[config.mk]
export PLATFORM = sky130hd
export DESIGN_NAME = wdog_timer
export DESIGN_NICKNAME = d
export VERILOG_FILES = /design/src/rtl/wdog_pkg.sv /design/src/rtl/wdog_regs.sv /design/src/rtl/wdog_prescaler.sv /design/src/rtl/wdog_counter.sv /design/src/rtl/wdog_resetgen.sv /design/src/rtl/wdog_timer.sv
export SDC_FILE = /design/constraint.sdc
export NUM_CORES = 1
export LEC_CHECK = 0
export BUFFER_PORTS_ARGS = -buffer_cell sky130_fd_sc_hd__buf_2
export CAP_MARGIN = 20
export CORE_MARGIN = 3
export CORE_UTILIZATION = 50
export CTS_CLUSTER_DIAMETER = 40
export DETAILED_ROUTE_END_ITERATION = 10
export GPL_TIMING_DRIVEN = 0
export PLACE_DENSITY = 0.7
export SLEW_MARGIN = 40
export SYNTH_ARGS = -nofsm -noshare
export SYNTH_HDL_FRONTEND = slang
export SYNTH_SLANG_ARGS = --single-unit
[constraint.sdc]
create_clock -name clk_i -period 5.7 [get_ports clk_i]
set_clock_uncertainty 0.1 [all_clocks]
set_input_delay 0.57 -clock clk_i [delete_from_list [all_inputs] [get_ports clk_i]]
set_output_delay 0.57 -clock clk_i [all_outputs]
set_load 0.005 [all_outputs]
[src/rtl/wdog_pkg.sv]
package wdog_pkg;

    // Bus geometry
    localparam int unsigned BUS_DW = 32;
    localparam int unsigned BUS_AW = 8;

    // Register offsets (software-visible, fixed)
    localparam logic [BUS_AW-1:0] ADDR_KICK  = 8'h00;
    localparam logic [BUS_AW-1:0] ADDR_CTRL  = 8'h20;
    localparam logic [BUS_AW-1:0] ADDR_LOAD  = 8'h24;
    localparam logic [BUS_AW-1:0] ADDR_CAUSE = 8'h28;

    // Field positions
    localparam int unsigned CTRL_EN_BIT    = 7;
    localparam int unsigned CTRL_PRESC_LSB = 16;
    localparam int unsigned KICK_BIT       = 9;
    localparam int unsigned CAUSE_BIT      = 1;

    typedef enum logic [2:0] {
        SEL_NONE,
        SEL_KICK,
        SEL_CTRL,
        SEL_LOAD,
        SEL_CAUSE
    } reg_sel_e;

    typedef struct packed {
        logic              we;
        logic [BUS_AW-1:0] addr;
        logic [BUS_DW-1:0] wdata;
    } bus_req_t;

    function automatic reg_sel_e decode_addr(input logic [BUS_AW-1:0] a);
        reg_sel_e s;
        case (a)
            ADDR_KICK:  s = SEL_KICK;
            ADDR_CTRL:  s = SEL_CTRL;
            ADDR_LOAD:  s = SEL_LOAD;
            ADDR_CAUSE: s = SEL_CAUSE;
            default:    s = SEL_NONE;
        endcase
        return s;
    endfunction

endpackage

[src/rtl/wdog_regs.sv]
module wdog_regs
    import wdog_pkg::*;
#(
    parameter int unsigned PRESC_W = 16,
    parameter int unsigned CNT_W   = 16
) (
    input  logic               clk_i,
    input  logic               rst_ni,
    input  bus_req_t           req_i,
    input  logic               cause_i,
    output logic [BUS_DW-1:0]  rdata_o,
    output logic               en_o,
    output logic [PRESC_W-1:0] presc_o,
    output logic [CNT_W-1:0]   load_o,
    output logic               kick_o,
    output logic               restart_o,
    output logic               cause_clr_o
);

    typedef struct packed {
        logic               en;
        logic [PRESC_W-1:0] presc;
        logic [CNT_W-1:0]   load;
    } regs_t;

    regs_t    s_d, s_q;
    reg_sel_e sel;
    logic     ctrl_wr;

    always_comb begin
        sel         = decode_addr(req_i.addr);
        s_d         = s_q;
        kick_o      = 1'b0;
        ctrl_wr     = 1'b0;
        cause_clr_o = 1'b0;

        if (req_i.we) begin
            case (sel)
                SEL_CTRL: begin
                    s_d.en    = req_i.wdata[CTRL_EN_BIT];
                    s_d.presc = req_i.wdata[CTRL_PRESC_LSB +: PRESC_W];
                    ctrl_wr   = 1'b1;
                end
                SEL_LOAD:  s_d.load   = req_i.wdata[CNT_W-1:0];
                SEL_KICK:  kick_o      = req_i.wdata[KICK_BIT];
                SEL_CAUSE: cause_clr_o = req_i.wdata[CAUSE_BIT];
                default: ;
            endcase
        end

        restart_o = kick_o | ctrl_wr;

        rdata_o = '0;
        case (sel)
            SEL_CTRL: begin
                rdata_o[CTRL_EN_BIT]                  = s_q.en;
                rdata_o[CTRL_PRESC_LSB +: PRESC_W]    = s_q.presc;
            end
            SEL_LOAD:  rdata_o[CNT_W-1:0] = s_q.load;
            SEL_CAUSE: rdata_o[CAUSE_BIT] = cause_i;
            default: ;
        endcase
    end

    always_ff @(posedge clk_i or negedge rst_ni) begin
        if (!rst_ni) s_q <= '0;
        else         s_q <= s_d;
    end

    assign en_o    = s_q.en;
    assign presc_o = s_q.presc;
    assign load_o  = s_q.load;

    // Writes to unmapped offsets leave every register as it was
    assert_unmapped_write_R12: assert property (@(posedge clk_i) disable iff (!rst_ni)
        (req_i.we && sel == SEL_NONE) |=> $stable(s_q));

    // A restart-register write without the restart bit starts nothing
    assert_kick_needs_bit_R11: assert property (@(posedge clk_i) disable iff (!rst_ni)
        (req_i.we && sel == SEL_KICK && !req_i.wdata[KICK_BIT]) |-> !restart_o);

endmodule

[src/rtl/wdog_prescaler.sv]
module wdog_prescaler #(
    parameter int unsigned PRESC_W = 16
) (
    input  logic               clk_i,
    input  logic               rst_ni,
    input  logic               base_tick_i,
    input  logic               run_i,
    input  logic               restart_i,
    input  logic [PRESC_W-1:0] presc_i,
    output logic               tick_o
);

    typedef struct packed {
        logic [PRESC_W-1:0] div;
    } div_t;

    div_t           s_d, s_q;
    logic [PRESC_W:0] span;
    logic [PRESC_W:0] next_div;
    logic             wrap;

    always_comb begin
        span     = (presc_i == '0) ? {{PRESC_W{1'b0}}, 1'b1} : {1'b0, presc_i};
        next_div = {1'b0, s_q.div} + 1'b1;
        wrap     = (next_div >= span);
        s_d      = s_q;
        tick_o   = 1'b0;

        if (restart_i) begin
            s_d.div = '0;
        end else if (run_i && base_tick_i) begin
            if (wrap) begin
                s_d.div = '0;
                tick_o  = 1'b1;
            end else begin
                s_d.div = next_div[PRESC_W-1:0];
            end
        end
    end

    always_ff @(posedge clk_i or negedge rst_ni) begin
        if (!rst_ni) s_q <= '0;
        else         s_q <= s_d;
    end

    // Divider never passes the programmed span
    assert_div_bound_R9: assert property (@(posedge clk_i) disable iff (!rst_ni)
        ({1'b0, s_q.div} < span));

    // Without a base tick the divider does not move
    assert_idle_hold_R10: assert property (@(posedge clk_i) disable iff (!rst_ni)
        (!base_tick_i && !restart_i) |=> $stable(s_q.div));

endmodule

[src/rtl/wdog_counter.sv]
module wdog_counter #(
    parameter int unsigned CNT_W = 16
) (
    input  logic             clk_i,
    input  logic             rst_ni,
    input  logic             en_i,
    input  logic             tick_i,
    input  logic             kick_i,
    input  logic [CNT_W-1:0] load_i,
    output logic             expire_o
);

    typedef struct packed {
        logic [CNT_W-1:0] cnt;
    } cnt_t;

    cnt_t s_d, s_q;

    always_comb begin
        s_d      = s_q;
        expire_o = 1'b0;
        if (kick_i) begin
            s_d.cnt = load_i;
        end else if (tick_i && en_i) begin
            if (s_q.cnt <= CNT_W'(1)) begin
                expire_o = 1'b1;
                s_d.cnt  = load_i;
            end else begin
                s_d.cnt = s_q.cnt - 1'b1;
            end
        end
    end

    always_ff @(posedge clk_i or negedge rst_ni) begin
        if (!rst_ni) s_q <= '0;
        else         s_q <= s_d;
    end

    // Restart loads the programmed count
    assert_kick_reload_R4: assert property (@(posedge clk_i) disable iff (!rst_ni)
        kick_i |=> (s_q.cnt == $past(load_i)));

    // Disabled timer holds its count
    assert_frozen_when_off_R6: assert property (@(posedge clk_i) disable iff (!rst_ni)
        (!en_i && !kick_i) |=> $stable(s_q.cnt));

endmodule

[src/rtl/wdog_resetgen.sv]
module wdog_resetgen #(
    parameter int unsigned PULSE_CYC = 16
) (
    input  logic clk_i,
    input  logic rst_ni,
    input  logic expire_i,
    input  logic cause_clr_i,
    output logic rst_req_o,
    output logic cause_o
);

    localparam int unsigned PULSE_W = $clog2(PULSE_CYC + 1);

    typedef struct packed {
        logic [PULSE_W-1:0] left;
        logic               cause;
    } gen_t;

    gen_t s_d, s_q;

    always_comb begin
        s_d = s_q;
        if (expire_i)             s_d.left = PULSE_W'(PULSE_CYC);
        else if (s_q.left != '0)  s_d.left = s_q.left - 1'b1;
        s_d.cause = expire_i | (s_q.cause & ~cause_clr_i);
    end

    always_ff @(posedge clk_i or negedge rst_ni) begin
        if (!rst_ni) s_q <= '0;
        else         s_q <= s_d;
    end

    assign rst_req_o = (s_q.left != '0);
    assign cause_o   = s_q.cause;

    // Expiry raises the request and the cause flag on the next cycle
    assert_expire_req_R7: assert property (@(posedge clk_i) disable iff (!rst_ni)
        expire_i |=> (rst_req_o && s_q.cause));

    // Cause flag is sticky until software clears it
    assert_cause_sticky_R8: assert property (@(posedge clk_i) disable iff (!rst_ni)
        (s_q.cause && !cause_clr_i) |=> s_q.cause);

endmodule

[src/rtl/wdog_timer.sv]
module wdog_timer
    import wdog_pkg::*;
#(
    parameter int unsigned PRESC_W   = 16,
    parameter int unsigned CNT_W     = 16,
    parameter int unsigned PULSE_CYC = 16
) (
    input  logic              clk_i,
    input  logic              rst_ni,
    input  logic              base_tick_i,
    input  logic              bus_we_i,
    input  logic [BUS_AW-1:0] bus_addr_i,
    input  logic [BUS_DW-1:0] bus_wdata_i,
    output logic [BUS_DW-1:0] bus_rdata_o,
    output logic              wdog_rst_o
);

    bus_req_t           req;
    logic               en;
    logic [PRESC_W-1:0] presc;
    logic [CNT_W-1:0]   load;
    logic               kick;
    logic               restart;
    logic               cause_clr;
    logic               cause;
    logic               tick;
    logic               expire;

    assign req = '{we: bus_we_i, addr: bus_addr_i, wdata: bus_wdata_i};

    wdog_regs #(
        .PRESC_W (PRESC_W),
        .CNT_W   (CNT_W)
    ) u_regs (
        .clk_i       (clk_i),
        .rst_ni      (rst_ni),
        .req_i       (req),
        .cause_i     (cause),
        .rdata_o     (bus_rdata_o),
        .en_o        (en),
        .presc_o     (presc),
        .load_o      (load),
        .kick_o      (kick),
        .restart_o   (restart),
        .cause_clr_o (cause_clr)
    );

    wdog_prescaler #(
        .PRESC_W (PRESC_W)
    ) u_presc (
        .clk_i       (clk_i),
        .rst_ni      (rst_ni),
        .base_tick_i (base_tick_i),
        .run_i       (en),
        .restart_i   (restart),
        .presc_i     (presc),
        .tick_o      (tick)
    );

    wdog_counter #(
        .CNT_W (CNT_W)
    ) u_cnt (
        .clk_i    (clk_i),
        .rst_ni   (rst_ni),
        .en_i     (en),
        .tick_i   (tick),
        .kick_i   (kick),
        .load_i   (load),
        .expire_o (expire)
    );

    wdog_resetgen #(
        .PULSE_CYC (PULSE_CYC)
    ) u_rstgen (
        .clk_i       (clk_i),
        .rst_ni      (rst_ni),
        .expire_i    (expire),
        .cause_clr_i (cause_clr),
        .rst_req_o   (wdog_rst_o),
        .cause_o     (cause)
    );

    // No reset request can start while the timer is disabled
    assert_no_expire_off_R6: assert property (@(posedge clk_i) disable iff (!rst_ni)
        (!en && !wdog_rst_o) |=> !wdog_rst_o);

endmodule

# Word level (Yosys, flattened, before mapping)
# Cells that the tools add are included.
classes:
  addsub: 3
  reduce_logical: 10
  muxes: 28
  n_lt_le_gt_ge: 2
  n_bitwise: 4
  n_eq_ne: 7
ops:
  columns: ["operator", "n"]
  rows:
  - ["$mux 16", 8]
  - ["$eq 8x6->1 const B", 3]
  - ["$add 16x1->17 const B", 1]
  - ["$ge 17x17->1", 1]
  - ["$le 16x1->1 const B", 1]
  - ["$logic_not 16->1", 1]
  - ["$sub 16x1->16 const B", 1]
  - ["$mux 5", 3]
  - ["$mux 1", 13]
  - ["$pmux 3 s4", 1]
  - ["$logic_not 8->1", 1]
  - ["$mux 8", 1]
  - ["$eq 3x2->1 const B", 2]
  - ["$reduce_bool 2->1", 3]
  - ["$reduce_bool 5->1", 1]
  - ["$sub 5x1->5 const B", 1]
  - ["$pmux 1 s2", 2]
  - ["$reduce_and 2->1", 2]
  - ["$eq 3x1->1 const B", 1]
  - ["$eq 3x3->1 const B", 1]
  - ["$logic_and 1x1->1", 2]
  - ["$or 1x1->1", 2]
  - ["$and 1x1->1", 1]
  - ["$not 1->1", 1]
totals:
  word_cells: 61
  register_bits: 71
  out_inout_bits: 33
  inputBits: 44

# Logic depth before layout (Yosys ltp)
logic_depth:
  word_depth: 11
  ltp_mapped: 15
  mapped_depth_nobuf: 14

# Hierarchy
# Synthesis repeated with hierarchy kept, for this count alone.
hier_totals:
  hier_cells: 451
  hier_area_um2: 4573.1
modules_own_cells:
  columns: ["module", "instances", "area_each_um2", "cells_per_inst", "seq_area_each_um2"]
  rows:
  - ["wdog_regs", 1, 1650.3, 121, 825.8]
  - ["wdog_prescaler", 1, 1432.6, 161, 400.4]
  - ["wdog_counter", 1, 1192.4, 141, 400.4]
  - ["wdog_resetgen", 1, 297.8, 28, 150.1]

# Worst setup path before layout
# Ideal clock, no wire load.
synth_path:
  kind: "reg2reg"
  from: "register u_presc.s_q[2] (netlist name)"
  to: "register u_presc.s_q[6] (netlist name)"
  slack_ps: 2382
  path_stages_with_launch: 15
  required_ps: 5518
  synth_period_minus_slack_ps: 3318
  n_path_buf: 1
  setup_ps: 82
  t_arrival_ps: 3136
  cell_sequence: "dfrtp_1 > and3_1 > and3_1 > and2_1 > nand2_1 > xnor2_1 > ha_1 > nand4_1 > nor3_1 > a2111oi_0 > o211ai_2 > nor2_2 > buf_2 > nand2_1 > a31oi_1"
synth_via:
  elab_chain_len: 5
synth_rtl:
  columns: ["element", "line", "source"]
  rows:
  - ["from (decl)", "wdog_prescaler.sv:17", "div_t s_d, s_q;"]
  - ["from (signal assigned)", "wdog_prescaler.sv:42", "if (!rst_ni) s_q <= '0;"]
  - ["from (signal assigned)", "wdog_prescaler.sv:43", "else s_q <= s_d;"]
  - ["$add 16x1->17 *", "wdog_prescaler.sv:24", "next_div = {1'b0, s_q.div} + 1'b1;"]
  - ["$ge 17x17->1", "wdog_prescaler.sv:25", "wrap = (next_div >= span);"]
  - ["$mux 16 *", "wdog_prescaler.sv:32", "if (wrap) begin"]
  - ["$mux 16 *", "wdog_prescaler.sv:31", "end else if (run_i && base_tick_i) begin"]
  - ["$mux 16 *", "wdog_prescaler.sv:29", "if (restart_i) begin"]
# Mark *: on every way between the ends. The rest lies on a longest branch, timed or not. The select of a mux whose other input is x is not followed.
# A chain may end at the register's enable or synchronous reset.

# Worst setup path after layout
# Same ends and word-level chain as after synthesis.

==> summary.txt <==
Floorplanning
  • Ports: 77
  • CORE AREA: 0.008382 mm2
  • Rows: 33
  • Die area: 0.009976 mm2
  • Die H: 99.88 um
  • Die width: 99.88 um
  • Starting density of the core: 52.58%

Cells and area
  • Layout cells sized above 1: 30.97%
  • Ant. Diodes: 0
  • Synthesis-to-layout area growth: 18.99%
  • Finished Core Util: between 60 and 70%
  • Final net count: 609
  • Non-Filler Instances: roughly 650

Routing
  • Vias per Instance: about 5.6
  • Post-Route WL: 10230 um
  • Routed len/inst: 15.65 um
  • Via Count: 3690
  • First-pass DRT Iterations: 5
  • Iteration-0 DRC count of the detailed router: 165
  • # DRC: 0
  • Routed Antenna Nets: 0

Yosys
  • Ys flop type: dfrtp_1
  • Main combinational cell family by area after synthesis: simple AND/OR/NAND/NOR gates
  • Net Count, Synth: 520
  • Number of flops mapped to enable cells by yosys: 0
  • Ys Warns: 0
  • Synth Area in Adders: 5.963%
  • Proportion of synthesized area in mux cells: about 8.4%
  • Synth Area in XOR/XNOR: ~3.4%
  • Post-synthesis sequential area ratio: roughly 40%
  • Asr flop ratio synth: 100.0%
  • Mapped Cells: 455
  • Synth top area share: approximately 40%
  • Seq cells post-synth: 71
  • Synth area leaders: dfrtp_1, mux2_2, ha_1
  • Post-Syn Area: roughly 0.0044 mm2
  • Post-Syn Area per Cell: 9.685 um2
  • Post-Synth Simple-Gate Area: between 20% and 30%
  • Dominant cell type by area after synthesis: dfrtp_1
  • Post-synthesis cell type count: 56
  • Synth Area in Compound Gates: 15.64%

CTS
  • CTS Buf Count: 9
  • Post-CTS Resized: 0
  • Postcts setup bufs: 0
  • CTS tree: built
  • Hold Buf Count CTS: 1
  • Clock transition at the registers of the reported paths: 80 ps
  • Clk buf depth: 2
  • Insertion delay to the later sink of the worst-skew pair: 350 ps
  • # H-tree levels: 3
  • Clock root cell: clkbuf_8
  • Clock sink count: 71

Global route
  • Initial antenna violation count: 0
  • First-pass GRT wire length: 16970 um
  • Met2 Use GR: 33.76%
  • Gr busiest metal: met2
  • Grt met1 use: 29.11%
  • Met3 Usage GRT: ~4.3%
  • Largest net degree at the start of global routing: 47
  • Total GRT Usage: a little over a fifth
  • Vias in the first global route: 3600
  • Gr ovfl total: 0

Status
  • Status: completed

Worst setup path
  • CP Launch Type: flip-flop
  • Critical path arrival: 4330 ps
  • Critical path class: flip-flop to flip-flop
  • Worst setup EP type: flip-flop
  • Worst r2r path cells: 14
  • Worst EP required: 5860 ps
  • Critical-path maximum fanout: 10

Timing
  • RSZ-0062 raised after global routing: no
  • Total negative slack: 0 ps
  • Fmax: 240.0 MHz
  • Final slew viol count: 0
  • Hold Vio Cnt, Final: 0
  • WHS: between 300 and 400 ps
  • Final min period: 4167 ps
  • Final-report setup violation count: 0
  • Slew Limit Headroom: 49.09%
  • Period Utilization, post-route: 73.11%
  • Slew at the pin with the worst max-slew slack: roughly 740 ps

Worst hold path
  • Hold path cells: 2
  • Worst min-delay path category: input port to flip-flop

Power and ir drop
  • Pleak: around 2.6 nW
  • Sw Share: 34.81%
  • Clk pwr share: 30.8%
  • VDD IR-drop max: about 0.16 mV
  • P_sw: ~0.60 mW
  • Flop pwr share: 37.6%
  • Part of the power in combinational logic: 31.6%
  • Int Pwr: 1.129 mW
  • Pwr Density: 330.1 mW/mm2

Placed design
  • RePlAce Congestion: 0.8957
  • Port bufs: 76
  • Placed cells: 637
  • DPL Wire Length: 7693 um

Run
  • MaxCap Viol Count: 0
[critical path: stages (launching register included)]
cell       delay [ps]
dfrtp_1           440
and3_1            260
and3_1            250
and2_1            240
nand2_1           140
xnor2_1           310
ha_1              300
nand4_1           140
nor3_1             70
a2111oi_0         680
o211ai_2          320
nor2_2            290
buf_2             280
nand2_1           100
a31oi_1           170
[final timing paths]
kind / start / slack (ps) / endpoint
hold / removal: bus_wdata_i[11] / 340 / u_regs.load_o[11]$_DFFE_PN0P_
setup / recovery: u_presc.s_q[2]$_DFFE_PN0P_ / 1530 / u_presc.s_q[6]$_DFFE_PN0P_
min in group asynchronous: rst_ni / 550 / u_presc.s_q[10]$_DFFE_PN0P_
max in group asynchronous: rst_ni / 4450 / u_presc.s_q[2]$_DFFE_PN0P_
hold reg to reg: u_rstgen.cause_o$_DFF_PN0_ / 390 / u_rstgen.cause_o$_DFF_PN0_
setup reg to reg: u_presc.s_q[2]$_DFFE_PN0P_ / 1530 / u_presc.s_q[6]$_DFFE_PN0P_
[Yosys cell counts (9+ instances only)]
master / number
dfrtp_1: 71
nor2_1: 25
and3_1: 12
a21oi_2: 18
a21oi_1: 18
nand3_1: 17
ha_1: 21
o21ai_0: 24
and2_1: 32
mux2_2: 33
nor3_1: 12
xnor2_1: 9
nand2_1: 28
inv_1: 28
[layout by cell type (no fill, tap or decap), drive strengths merged, types with 2 or more instances in the layout]
cell type   n
xor2        8
nor4        9
a21o        6
a22o        5
o22ai       4
a21oi      36
or3         7
nor4b       4
nand2      30
nor2       28
dfrtp      71
and2       32
o31ai       2
nor3       14
buf        84
inv        28
o21a        2
o21ai      26
and3       13
clkbuf     15
bufinv      4
ha         21
nand3      18
mux2       33
nand4       9
or4         2
nor3b       4
nand2b      2
xnor2       9
a211oi      2
a31oi       7
[state kept, by name, summed over array words and instances (netlist names)]
name              count
u_rstgen.cause_o      1
u_regs.load_o        16
u_rstgen.s_q          5
u_regs.en_o           1
u_cnt.s_q            16
u_regs.presc_o       16
u_presc.s_q          16
[logic make-up (layout without fill, tap and decap cells)]
family	count (synthesis)	in the layout
xor gates and xnor gates	17	17
muxes	33	33
buffers and inverters	40	134
and+or+nand+nor	174	174
adders and majority gates	21	21
DFF	71	71
AOI/OAI and AO/OA	99	99
[power by group through the flow]
stage	clock network, mW	logic, mW	registers [mW]
after floorplan	0	0.417	0.637
after global placement	0	0.525	0.653
after detailed placement	0	0.542	0.658
after CTS	0.543	0.546	0.649
after global routing	0.561	0.618	0.662
final	0.533	0.547	0.651
[layout make-up]
class                           instances  area [um2]
Clock buffer                           10       127.6
Fill cell                             735        3138
Clock inverter                          6       132.6
Sequential cell                        71        1777
Inverter                               28       105.1
Multi-Input combinational cell        344        2472
Tap cell                              105       131.4
Buffer                                 12       73.82
Timing Repair Buffer                   78       424.2
[stage by stage]
stage | power, mW | cell area (um2) | worst slack [ps]
floorplan | 1.054 | 4407 | 2382
global placement | 1.178 | 4918 | 1713
detailed placement | 1.201 | 4965 | 1660
CTS | 1.738 | 5235 | 1619
global route | 1.842 | 5244 | 1257
finish | 1.731 | 5244 | 1533
[metal layers]
| layer | share of wire, % | wire length, um |
|---|---|---|
| met1 | 48 | 4901 |
| met4 | 1.2 | 123 |
| met2 | 46 | 4724 |
| met3 | 4.7 | 481 |
| met5 | 0 | 0 |
No activity file was read; power rests on OpenSTA's default activity.
